==> src/rtl/trk_pkg.sv <==
package trk_pkg;
  typedef enum logic [1:0] {
    HB_NONE = 2'd0,
    HB_ONE  = 2'd1,
    HB_ZERO = 2'd2,
    HB_BAD  = 2'd3
  } hb_kind_t;
endpackage

==> src/rtl/trk_sync_filter.sv <==
// Two-flop synchroniser followed by a hold-time glitch filter.
// The filtered level follows the synchronised input only after the input
// has differed from it for FILT_CLKS consecutive clocks.
module trk_sync_filter #(
  parameter int FILT_CLKS = 250
) (
  input  logic clk,
  input  logic rst,
  input  logic din,
  output logic sync_o,
  output logic lvl_o,
  output logic edge_o
);
  localparam int FW = $clog2(FILT_CLKS + 1);

  logic          s1_q, s2_q;
  logic [FW-1:0] hold_q;

  always_ff @(posedge clk) begin
    if (rst) begin
      s1_q   <= 1'b0;
      s2_q   <= 1'b0;
      lvl_o  <= 1'b0;
      hold_q <= '0;
      edge_o <= 1'b0;
    end else begin
      s1_q   <= din;
      s2_q   <= s1_q;
      edge_o <= 1'b0;
      if (s2_q == lvl_o) begin
        hold_q <= '0;
      end else if (hold_q == FW'(FILT_CLKS - 1)) begin
        lvl_o  <= s2_q;
        hold_q <= '0;
        edge_o <= 1'b1;
      end else begin
        hold_q <= hold_q + 1'b1;
      end
    end
  end

  assign sync_o = s2_q;
endmodule

==> src/rtl/trk_interval_meter.sv <==
// Measures whole microseconds between filtered transitions.
// The counter saturates at SAT_US; reaching it raises a single timeout and
// marks the running interval stale so its closing transition is ignored.
module trk_interval_meter #(
  parameter int CLKS_PER_US = 125,
  parameter int SAT_US      = 10001,
  parameter int DUR_W       = 14
) (
  input  logic             clk,
  input  logic             rst,
  input  logic             edge_i,
  output logic [DUR_W-1:0] dur_o,
  output logic             half_vld_o,
  output logic             tmo_o,
  output logic [DUR_W-1:0] us_cnt_o
);
  localparam int PW = (CLKS_PER_US > 1) ? $clog2(CLKS_PER_US) : 1;

  logic [PW-1:0]    pre_q;
  logic [DUR_W-1:0] cnt_q;
  logic             armed_q;
  logic             stale_q;
  logic             tick;
  logic [DUR_W-1:0] cnt_next;

  always_comb begin
    tick     = (pre_q == PW'(CLKS_PER_US - 1));
    cnt_next = cnt_q;
    if (tick && (cnt_q != DUR_W'(SAT_US)))
      cnt_next = cnt_q + 1'b1;
  end

  always_ff @(posedge clk) begin
    if (rst) begin
      pre_q      <= '0;
      cnt_q      <= '0;
      armed_q    <= 1'b0;
      stale_q    <= 1'b0;
      dur_o      <= '0;
      half_vld_o <= 1'b0;
      tmo_o      <= 1'b0;
    end else begin
      half_vld_o <= 1'b0;
      tmo_o      <= 1'b0;
      if (edge_i) begin
        pre_q   <= '0;
        cnt_q   <= '0;
        armed_q <= 1'b1;
        stale_q <= 1'b0;
        if (armed_q && !stale_q) begin
          dur_o      <= cnt_next;
          half_vld_o <= 1'b1;
        end
      end else begin
        pre_q <= tick ? '0 : pre_q + 1'b1;
        cnt_q <= cnt_next;
        if (armed_q && !stale_q && tick && (cnt_q == DUR_W'(SAT_US - 1))) begin
          tmo_o   <= 1'b1;
          stale_q <= 1'b1;
        end
      end
    end
  end

  assign us_cnt_o = cnt_q;
endmodule

==> src/rtl/trk_halfbit_classify.sv <==
// Sorts a measured half-bit into the receive windows.
module trk_halfbit_classify
  import trk_pkg::*;
#(
  parameter int DUR_W       = 14,
  parameter int ONE_MIN_US  = 52,
  parameter int ONE_MAX_US  = 64,
  parameter int ZERO_MIN_US = 90,
  parameter int ZERO_MAX_US = 10000
) (
  input  logic [DUR_W-1:0] dur_i,
  output hb_kind_t         kind_o
);
  always_comb begin
    if ((dur_i >= DUR_W'(ONE_MIN_US)) && (dur_i <= DUR_W'(ONE_MAX_US)))
      kind_o = HB_ONE;
    else if ((dur_i >= DUR_W'(ZERO_MIN_US)) && (dur_i <= DUR_W'(ZERO_MAX_US)))
      kind_o = HB_ZERO;
    else
      kind_o = HB_BAD;
  end
endmodule

==> src/rtl/trk_bit_pairer.sv <==
// Pairs classified halves into bits and realigns the bit phase.
module trk_bit_pairer
  import trk_pkg::*;
#(
  parameter int DUR_W        = 14,
  parameter int ONE_DELTA_US = 6
) (
  input  logic             clk,
  input  logic             rst,
  input  logic             half_vld_i,
  input  hb_kind_t         kind_i,
  input  logic [DUR_W-1:0] dur_i,
  input  logic             tmo_i,
  output logic             bit_stb_o,
  output logic             bit_val_o,
  output logic             err_stb_o
);
  logic             have_q;
  hb_kind_t         first_kind_q;
  logic [DUR_W-1:0] first_dur_q;
  logic [DUR_W-1:0] gap;

  always_comb begin
    gap = (first_dur_q >= dur_i) ? (first_dur_q - dur_i) : (dur_i - first_dur_q);
  end

  always_ff @(posedge clk) begin
    if (rst) begin
      have_q       <= 1'b0;
      first_kind_q <= HB_NONE;
      first_dur_q  <= '0;
      bit_stb_o    <= 1'b0;
      bit_val_o    <= 1'b0;
      err_stb_o    <= 1'b0;
    end else begin
      bit_stb_o <= 1'b0;
      err_stb_o <= 1'b0;
      if (tmo_i) begin
        err_stb_o <= 1'b1;
        have_q    <= 1'b0;
      end else if (half_vld_i) begin
        if (kind_i == HB_BAD || kind_i == HB_NONE) begin
          err_stb_o <= 1'b1;
          have_q    <= 1'b0;
        end else if (!have_q || (kind_i != first_kind_q)) begin
          have_q       <= 1'b1;
          first_kind_q <= kind_i;
          first_dur_q  <= dur_i;
        end else if (kind_i == HB_ZERO) begin
          bit_stb_o <= 1'b1;
          bit_val_o <= 1'b0;
          have_q    <= 1'b0;
        end else begin
          have_q <= 1'b0;
          if (gap <= DUR_W'(ONE_DELTA_US)) begin
            bit_stb_o <= 1'b1;
            bit_val_o <= 1'b1;
          end else begin
            err_stb_o <= 1'b1;
          end
        end
      end
    end
  end
endmodule

==> src/rtl/trk_halfbit_decoder.sv <==
module trk_halfbit_decoder
  import trk_pkg::*;
#(
  parameter int CLKS_PER_US  = 125,
  parameter int GLITCH_US    = 2,
  parameter int ONE_MIN_US   = 52,
  parameter int ONE_MAX_US   = 64,
  parameter int ZERO_MIN_US  = 90,
  parameter int ZERO_MAX_US  = 10000,
  parameter int ONE_DELTA_US = 6
) (
  input  logic clk,
  input  logic rst,
  input  logic trk_in,
  output logic bit_stb_o,
  output logic bit_val_o,
  output logic err_stb_o
);
  localparam int FILT_CLKS = GLITCH_US * CLKS_PER_US;
  localparam int SAT_US    = ZERO_MAX_US + 1;
  localparam int DUR_W     = $clog2(SAT_US + 1);

  logic             sync_lvl;
  logic             filt_lvl;
  logic             filt_edge;
  logic [DUR_W-1:0] half_dur;
  logic             half_vld;
  logic             tmo;
  logic [DUR_W-1:0] us_cnt;
  hb_kind_t         half_kind;

  trk_sync_filter #(.FILT_CLKS(FILT_CLKS)) u_filt (
    .clk    (clk),
    .rst    (rst),
    .din    (trk_in),
    .sync_o (sync_lvl),
    .lvl_o  (filt_lvl),
    .edge_o (filt_edge)
  );

  trk_interval_meter #(
    .CLKS_PER_US (CLKS_PER_US),
    .SAT_US      (SAT_US),
    .DUR_W       (DUR_W)
  ) u_meter (
    .clk        (clk),
    .rst        (rst),
    .edge_i     (filt_edge),
    .dur_o      (half_dur),
    .half_vld_o (half_vld),
    .tmo_o      (tmo),
    .us_cnt_o   (us_cnt)
  );

  trk_halfbit_classify #(
    .DUR_W       (DUR_W),
    .ONE_MIN_US  (ONE_MIN_US),
    .ONE_MAX_US  (ONE_MAX_US),
    .ZERO_MIN_US (ZERO_MIN_US),
    .ZERO_MAX_US (ZERO_MAX_US)
  ) u_class (
    .dur_i  (half_dur),
    .kind_o (half_kind)
  );

  trk_bit_pairer #(
    .DUR_W        (DUR_W),
    .ONE_DELTA_US (ONE_DELTA_US)
  ) u_pair (
    .clk        (clk),
    .rst        (rst),
    .half_vld_i (half_vld),
    .kind_i     (half_kind),
    .dur_i      (half_dur),
    .tmo_i      (tmo),
    .bit_stb_o  (bit_stb_o),
    .bit_val_o  (bit_val_o),
    .err_stb_o  (err_stb_o)
  );
endmodule

==> config.mk <==
export PLATFORM = sky130hd
export DESIGN_NAME = trk_halfbit_decoder
export DESIGN_NICKNAME = d
export VERILOG_FILES = /design/src/rtl/trk_pkg.sv /design/src/rtl/trk_sync_filter.sv /design/src/rtl/trk_interval_meter.sv /design/src/rtl/trk_halfbit_classify.sv /design/src/rtl/trk_bit_pairer.sv /design/src/rtl/trk_halfbit_decoder.sv
export SDC_FILE = /design/constraint.sdc
export NUM_CORES = 1
export LEC_CHECK = 0
export BUFFER_PORTS_ARGS = -buffer_cell sky130_fd_sc_hd__buf_2
export CAP_MARGIN = 40
export CELL_PAD_IN_SITES_DETAIL_PLACEMENT = 0
export CELL_PAD_IN_SITES_GLOBAL_PLACEMENT = 1
export CORE_MARGIN = 1.5
export CORE_UTILIZATION = 30
export DETAILED_ROUTE_END_ITERATION = 16
export GPL_ROUTABILITY_DRIVEN = 1
export PLACE_DENSITY = 0.54
export SLEW_MARGIN = 20
export SYNTH_ARGS = -nofsm -noshare
export SYNTH_HDL_FRONTEND = slang
export SYNTH_SLANG_ARGS = --single-unit
==> constraint.sdc <==
create_clock -name clk -period 5.6 [get_ports clk]
set_input_delay 0.28 -clock clk [delete_from_list [all_inputs] [get_ports clk]]
set_output_delay 0.28 -clock clk [all_outputs]
set_load 0.1 [all_outputs]
# After elaboration in Yosys (flattened, before gate mapping)
# Index checks and enable logic that the tools add are counted.
totals:
  mem_count: 0
  latch_bits: 0
  wordCells: 85
  ff_bits: 71
  ram_bits: 0
  romBits: 0
  inputBits: 3
classes:
  reduce_logical: 23
  mul: 0
  shift: 0
  bitwise: 6
  addsub: 5
  eq_ne: 8
  muxes: 19
  order_cmp: 6
  n_div: 0
ops:
  columns: ["cell", "n"]
  rows:
  - ["two-way mux 14 bit", 2]
  - ["subtractor 14 bit", 2]
  - ["two-way mux 1 bit", 16]
  - ["adder 14 x 1 -> 14 bit, second input constant", 1]
  - ["== test 14 bit, second input constant", 1]
  - [">= comparator 14 bit", 1]
  - [">= comparator 14 x 6 -> 1 bit, second input constant", 1]
  - [">= comparator 14 x 7 -> 1 bit, second input constant", 1]
  - ["less-or-equal comparator 14 bit, second input constant", 1]
  - ["less-or-equal comparator 14 x 3 -> 1 bit, second input constant", 1]
  - ["less-or-equal comparator 14 x 7 -> 1 bit, second input constant", 1]
  - ["inequality test 14 bit, second input constant", 1]
  - ["adder 8 x 1 -> 8 bit, second input constant", 1]
  - ["== test 8 bit, second input constant", 1]
  - ["OR reduction 2 bit", 4]
  - ["adder 7 x 1 -> 7 bit, second input constant", 1]
  - ["== test 7 bit, second input constant", 1]
  - ["logical AND 1 bit", 6]
  - ["inverter 1 bit", 6]
  - ["OR reduction 3 bit", 2]
  - ["AND reduction 5 bit", 1]
  - ["OR reduction 5 bit", 1]
  - ["== test 2 bit, second input constant", 2]
  - ["AND reduction 2 bit", 2]
  - ["other kinds (8)", 10]

# Depth between registers and ports, before layout
# Gate-level depths: netlist (run 1).
depth:
  word_depth: 10
  ltp_mapped: 13
  mapped_depth_nobuf: 12

# Modules after synthesis
# A second synthesis (run 1) with hierarchy kept.
unflattened:
  hier_cells: 543
  area_unflattened_um2: 4583.1
by_module_without_submodules:
  columns: ["module", "n_inst", "cells_each", "seq_area_each_um2", "area_each_um2"]
  rows:
  - ["trk_bit_pairer", 1, 292, 400.4, 2290.9]
  - ["trk_interval_meter", 1, 182, 780.7, 1667.8]
  - ["trk_sync_filter", 1, 54, 240.2, 494.2]
  - ["trk_halfbit_classify", 1, 15, 0.0, 130.1]

# Worst setup path after synthesis (run 1)
# Ideal clock, no wire load.
synth_timing:
  kind: "register to register"
  from: "register u_meter.dur_o[2]"
  to: "register u_pair.err_stb_o"
  setup_slack_ns: 2.452
  path_buffers: 2
  period_less_slack_ns: 3.148
  arrival_time_ns: 3.034
  required_ns: 5.486
  stages_incl_launch_ff: 14
  setup_time_ns: 0.114
  cell_sequence: "dfxtp_1 > inv_1 > ha_1 > buf_2 > nand3_1 > nor2_1 > a311o_1 > or3_1 > buf_2 > mux2i_1 > xnor2_1 > or4b_1 > nand4bb_1 > a21bo_1"
synth_between:
  elab_chain_cells: 10
  word_cells_on_any_way: 25
synth_rtl:
  columns: ["item", "line", "source"]
  rows:
  - ["from (decl)", "trk_interval_meter.sv:12", "output logic [DUR_W-1:0] dur_o,"]
  - ["from (signal assigned)", "trk_interval_meter.sv:51", "dur_o <= cnt_next;"]
  - ["parallel branches: the longest is 7 deep, another holds subtractor 14 bit", null, null]
  - ["two-way mux 1 bit *", "trk_bit_pairer.sv:42", "if (kind_i == HB_BAD || kind_i == HB_NONE) begin"]
  - ["two-way mux 1 bit *", "trk_bit_pairer.sv:41", "end else if (half_vld_i) begin"]
  - ["two-way mux 1 bit *", "trk_bit_pairer.sv:38", "if (tmo_i) begin"]
  - ["to (signal assigned)", "trk_bit_pairer.sv:37", "err_stb_o <= 1'b0;"]
  - ["to (signal assigned)", "trk_bit_pairer.sv:39", "err_stb_o <= 1'b1;"]
  - ["to (signal assigned)", "trk_bit_pairer.sv:43", "err_stb_o <= 1'b1;"]
  - ["to (decl)", "trk_bit_pairer.sv:16", "output logic err_stb_o"]
# Mark *: on every way between the ends.
# A chain may end at the register's enable or synchronous reset.

# Worst setup path in the final report (run 1)
layout_timing:
  from: "register u_meter.dur_o[6]"
  to: "register u_pair.err_stb_o"
# The elaborated chain is that of the path after synthesis.

==> results of run 1 <==
==> power by group through the flow <==
stage | registers (uW) | logic (uW) | clock network (uW)
finish | 510 | 14.4 | 558
floorplan | 521 | 11.1 | 0
global route | 510 | 16.8 | 607
global placement | 521 | 14.7 | 0
detailed placement | 521 | 14.8 | 0
CTS | 510 | 14.9 | 579
==> synth_stat cells (all sizes together), types with 18 or more instances <==
master / n / area, um^2
xor2: 18 / 157.7
nand3: 18 / 90.09
inv: 44 / 165.2
xnor2: 21 / 183.9
dfxtp: 71 / 1421
ha: 34 / 425.4
nor2: 82 / 307.8
nand2: 30 / 112.6
mux2i: 23 / 230.2
a211oi: 19 / 147.6
a21oi: 21 / 108.9
==> cell type report <==
cell class	instances	share of cell area (%)
Clock buffer	9	4.575
Tap cell	184	4.677
Inverter	44	3.355
Timing Repair Buffer	7	1.118
Sequential cell	71	28.88
Clock inverter	7	1.296
Multi-Input combinational cell	402	56.10
==> metrics by stage <==
step | hold WS, ps | instances | instance area, um^2
global route | 158.4 | 724 | 4922
global placement | 416.5 | 706 | 4603
finish | 154.7 | 724 | 4922
detailed placement | 422.3 | 708 | 4633
floorplan | 408.2 | 539 | 4446
CTS | 141.3 | 724 | 4922
==> logic make-up (layout without fill, tap and decap cells) <==
kind of cell / count (synthesis) / count (layout) / synth area share [%]
simple gates: 201 / 201 / 22.18
flops: 71 / 71 / 31.97
mux: 23 / 23 / 5.179
fa+ha+maj: 36 / 36 / 10.47
xor+xnor: 39 / 39 / 7.684
buf+inv: 66 / 67 / 5.910
compound gates: 103 / 103 / 16.61
==> critical path, delay by kind of cell, from the launching register on <==
kind / cells / cell delay [ps]
AOI/OAI and AO/OA: 2 / 620
DFF: 1 / 420
buffers and inverters: 1 / 160
and+or+nand+nor: 5 / 1530
muxes: 1 / 340
xor gates and xnor gates: 1 / 120
adders and majority gates: 1 / 510
==> state kept, by name, indices dropped and copies added, names as in the netlist <==
| register | count |
|---|---|
| u_filt.hold_q | 8 |
| u_filt.lvl_o | 1 |
| u_meter.tmo_o | 1 |
| u_meter.armed_q | 1 |
| u_meter.dur_o | 14 |
| u_meter.pre_q | 7 |
| u_meter.stale_q | 1 |
| u_pair.err_stb_o | 1 |
| u_meter.half_vld_o | 1 |
| u_pair.bit_stb_o | 1 |
| u_meter.us_cnt_o | 14 |
| u_filt.edge_o | 1 |
| u_pair.have_q | 1 |
| u_filt.s1_q | 1 |
| u_pair.first_dur_q | 14 |
| u_filt.sync_o | 1 |
| u_pair.bit_val_o | 1 |
| u_pair.first_kind_q | 2 |
==> metal layers <==
metal / vias to the layer above / part of all wire, % / GRT usage, %
met2: 63 / 47 / 23.82
met3: 13 / 3.5 / 3.351
met5: - / 0 / 0
met1: 1717 / 49 / 19.38
li1: 1863 / - / -
met4: 0 / 1.1 / 4.124
==> how the worst min path moves through the flow <==
stage,startpoint,to,slack [ps],cells after the start
3_5_place_dp,u_filt.s1_q,u_filt.sync_o,420,1
4_1_cts,trk_in,u_filt.s1_q,140,2
3_3_place_gp,u_filt.s1_q,u_filt.sync_o,420,1
2_1_floorplan,trk_in,u_filt.s1_q,410,1
5_1_grt,trk_in,u_filt.s1_q,160,2
6_report,trk_in,u_filt.s1_q,150,2
==> layout by cell type (no fill, tap or decap), drive strengths merged, types with 9 or more instances in the layout <==
master  synthesis  layout
a21oi          21      21
dfxtp          71      71
mux2i          23      23
nor2b          11      11
xnor2          21      21
ha             34      34
nor2           82      82
inv            44      48
clkbuf         13       9
a211oi         19      19
nor3           11      11
xor2           18      18
nand4          10      10
o21ai          13      13
nand3          18      18
nand2          30      30
==> impl_metrics.tcl, run 1 <==
set metrics [dict create \
    r2r_setup_slack_ps 1800 \
    p_leak_uw 0.001973 \
    max_freq_mhz 263.3 \
    worstRegToRegCells 11 \
    startpoint "u_meter.dur_o[6]" \
    period_needed_ps 3797 \
    critPathMaxStageDelay_ps 530 \
    required_ps 5830 \
    netlist_area_um2 4446 \
    synthFlopType "dfxtp_1" \
    yosysSeqAreaShare_pct 31.97 \
    skew_ps 7.578 \
    drive_gt1_share_pct 7.037 \
    hpwl_mm 8.510 \
    diodes 0 \
    synth_cells 539 \
    async_reset_ff_share_pct 0 \
    cts_buffer_depth 2 \
    regArea_um2 1421 \
    grt_pass1_wl_mm 18.35 \
    place_ws_ps 1814 \
    max-vdd-ir-drop_uv 219.4 \
    crit_path_end "u_pair.err_stb_o" \
    finalWirelength_mm 11.03 \
    rows 44 \
    via_per_inst 5.050 \
    fp.dieH_um 124.7 \
    root_buffer "clkbuf_16" \
    crit_type "flop to flop" \
    synth_area_per_cell_um2 8.248 \
    status "finished clean" \
    setup_slack_ps 1803 \
    track_usage_pct 14.64 \
    clock-sinks 71 \
    slowest_stage "nor3_1" \
    multiInputGateArea_um2 2761 \
    start_kind "flop" \
    cts_tree "yes" \
    fin_nets 574 \
    end_kind "flop" \
    place_congestion 0.7923 \
    start_util_pct 30.70 \
    finalPower_uw 1082 \
    worstMarginPinSlew_ps 740.4 \
    clkTransAtPathRegs_ps 70 \
    synth_cell_type_count 65 \
    fin_util_pct 34.00 \
    synth-seq-cells 71 \
    antenna_found_initial 0 \
    core_region_area_um2 14480 \
    grt_max_degree 41 \
    io_pins 6 \
    synth_enable_flop_cells 0 \
    post_cts_resize_count 0 \
    relSlewSlack_pct 50.64 \
    maxCapViolCount 0 \
    yosysWarningCount 0 \
    numCtsBuffers 9 \
    grt_pass1_vias 3554 \
    overflow 0 \
    io_buffers 5 \
    hold_buffers 0 \
    fin_crit_sh_pct 67.81 \
    worst-path-max-fanout 14 \
    power.switching_uw 260.8 \
    worstReg2RegStart "u_meter.dur_o[6]" \
    power_frac_comb_pct 1.3 \
    crit_chain "inv_1 > ha_1 > nand4_1 > nor2_1 > a311o_1 > nor3_1 > mux2i_1 > xnor2_1 > or4b_1 > nand4bb_1 > a21bo_1" \
    drv_slew 0 \
    setup_viol 0 \
    syn_to_final_growth_pct 10.72 \
    seqPwrFrac_pct 47.1 \
    dr.pass1.iters 5 \
    num_vias 3656 \
    sw_frac_of_total_pct 24.10 \
    htreeDepth 3 \
    p_int_uw 821.5 \
    worstSkewPairLatency_ps 340 \
    drc 0 \
    final.fill_count 1516 \
    die_w_um 124.7 \
    postRouteAntennaNets 0 \
    pwr_density_cell_nw_per_um2 219.9 \
    post_cts_buffers 0 \
    worstHoldPathType "input pin to flop" \
    fp.dieArea_um2 15560 \
    drt-wirelength-per-cell_um 15.23 \
    r2r-end "u_pair.err_stb_o" \
    p_clk_share_pct 51.6 \
    drt_iter0_markers 245 \
    hold_viol_final 0 \
    setup_tns_ps 0 \
    crit_arrival_ps 4030 \
    rsz0062_at_grt "no" \
    syn_nets 578 \
]
Power figures use the tool's default switching activity.
==> run 2: changes to the inputs <==
--- a/config.mk
+++ b/config.mk
@@ -13,7 +13,7 @@
 export CORE_UTILIZATION = 30
 export DETAILED_ROUTE_END_ITERATION = 16
 export GPL_ROUTABILITY_DRIVEN = 1
-export PLACE_DENSITY = 0.54
+export PLACE_DENSITY = 0.56
 export SLEW_MARGIN = 20
 export SYNTH_ARGS = -nofsm -noshare
 export SYNTH_HDL_FRONTEND = slang
==> constraint.sdc (replaced) <==
create_clock -name clk -period 3.17 [get_ports clk]
set_input_delay 0.1585 -clock clk [delete_from_list [all_inputs] [get_ports clk]]
set_output_delay 0.1585 -clock clk [all_outputs]
set_load 0.1 [all_outputs]
==> run 2 against run 1 <==
Routed wire length grew 5.1%. Critical path depth grew 1. Final area grew 11%. Sequential share of layout area shrank 2.8 points. Power grew 73%. Final cell count grew 7.3%. Register-to-register slack lost 1800 ps. Non-clock buffer count grew 53. Clock power grew 70%. Utilization grew 3.8 points. First-iteration DRC count shrank 20%. Critical endpoint unchanged. Largest power group unchanged. Highest routed layer unchanged.
==> impl_metrics.tcl, run 2 (synthesis gave the netlist of run 1 again) <==
set metrics [dict create \
    grt_max_degree 40 \
    io_pins 6 \
    worstMarginPinSlew_ps 505.5 \
    path_buf_inv 1 \
    rsz0062_at_grt "yes" \
    max-vdd-ir-drop_uv 254.0 \
    hold_viol_final 0 \
    setup_slack_ps 20.76 \
    place_inst 756 \
    antenna_found_initial 0 \
    max_freq_mhz 317.5 \
    dr.pass1.iters 4 \
    layout_commonest_cell "nor2_1" \
    clkTransAtPathRegs_ps 60 \
    worstHoldPathType "input pin to flop" \
    cts_tree "yes" \
    maxCapViolCount 0 \
    crit_chain "inv_2 > ha_4 > fa_2 > and2b_2 > o31ai_4 > a211oi_2 > or3_4 > mux2i_2 > xnor2_1 > or4b_1 > nand4bb_4 > a21bo_1" \
    place_congestion 0.8483 \
    place_area_um2 4999 \
    cts_buffer_depth 2 \
    drt_iter0_markers 196 \
    core_region_area_um2 14480 \
    r2r_setup_slack_ps 20 \
    stdcell_area_um2 5466 \
    fin_cells 777 \
    crit_type "flop to flop" \
    skew_ps 7.070 \
    status "finished clean" \
    drt-wirelength-per-cell_um 14.92 \
    fin_nets 627 \
    setup_viol 0 \
    numCtsBuffers 9 \
    fin_crit_sh_pct 99.35 \
    io_buffers 5 \
    worst-path-max-fanout 3 \
    die_w_um 124.7 \
    track_usage_pct 15.43 \
    grt_pass1_wl_mm 19.43 \
    num_vias 3845 \
    diodes 0 \
    slowest_stage "or4b_1" \
    required_ps 3400 \
    whs_ps 46.01 \
    start_kind "flop" \
    drc 0 \
    grt_pass1_vias 3867 \
    finalWirelength_mm 11.59 \
    layout_common_cells "82 x nor2_1, 68 x dfxtp_1, 51 x buf_4" \
    p_leak_uw 0.002261 \
    place_ws_ps -48.36 \
    via_per_inst 4.949 \
    rows 44 \
    fp.dieArea_um2 15560 \
    start_util_pct 30.70 \
    syn_to_final_growth_pct 22.97 \
    crit_arrival_ps 3370 \
    relSlewSlack_pct 66.53 \
    postRouteAntennaNets 0 \
    drive_gt1_share_pct 19.56 \
    overflow 0 \
    worstSkewPairLatency_ps 340 \
    end_kind "flop" \
    pwr_density_cell_nw_per_um2 343.2 \
    root_buffer "clkbuf_16" \
    crit_family "simple AND/OR/NAND/NOR gates" \
    drv_slew 0 \
    hold_buffers 0 \
    period_needed_ps 3149 \
    clock-sinks 71 \
    critPathMaxStageDelay_ps 450 \
    hpwl_mm 9.093 \
    fp.dieH_um 124.7 \
    htreeDepth 3 \
]
run 2: cell count changes in the layout (fill, tap and decap cells not counted), sizes merged:
cell,previous run,this run
inv,48,46
clkinv,1,3
buf,7,60
run 2: where the power goes:
group / total [uW] / switching, uW / internal, uW
clock: 948 / 413 / 536
sequential: 901 / 3.76 / 897
combinational: 26.9 / 19.0 / 7.86
run 2: final cells by class:
class                           count  area, um^2
Tap cell                          184       230.2
Fill cell                        1497        9012
Clock buffer                        9       225.2
Timing Repair Buffer               60       465.4
Inverter                           44       165.2
Multi-Input combinational cell    402        2900
Sequential cell                    71        1425
Clock inverter                      7       55.05
run 2: path summary, 6_finish.rpt:
path	from	to	depth (start not counted)
worst max-delay path	u_pair.first_dur_q[0]	u_pair.err_stb_o	12
worst min-delay path	trk_in	u_filt.s1_q	2
worst max register to register	u_pair.first_dur_q[0]	u_pair.err_stb_o	12
worst min register to register	u_filt.s1_q	u_filt.sync_o	1
run 2: per-layer routing:
| metal | routed length [um] | global-route usage [%] | vias to the layer above |
|---|---|---|---|
| met2 | 5412 | 25.34 | 50 |
| met3 | 279 | 2.749 | 22 |
| met1 | 5656 | 20.43 | 1796 |
| li1 | - | - | 1977 |
| met4 | 242 | 5.071 | 0 |
| met5 | 0 | 0 | - |
run 2: through the flow:
| step | total power (uW) | TNS (ps) | utilization (%) |
|---|---|---|---|
| finish | 1876 | 0 | 37.75 |
| global route | 1949 | -152.8 | 37.75 |
| CTS | 1914 | 0 | 36.55 |
| detailed placement | 948.1 | -48.36 | 34.52 |
| global placement | 947.9 | 0 | 34.42 |
| floorplan | 939.2 | 0 | - |
run 2: what timing repair did:
action | in CTS | in global routing
setup buffers | 0 | 5
resized for setup | 3 | 29
cloned | 0 | 0
setup endpoints to repair | 1 | 3
pin swaps | 0 | 11
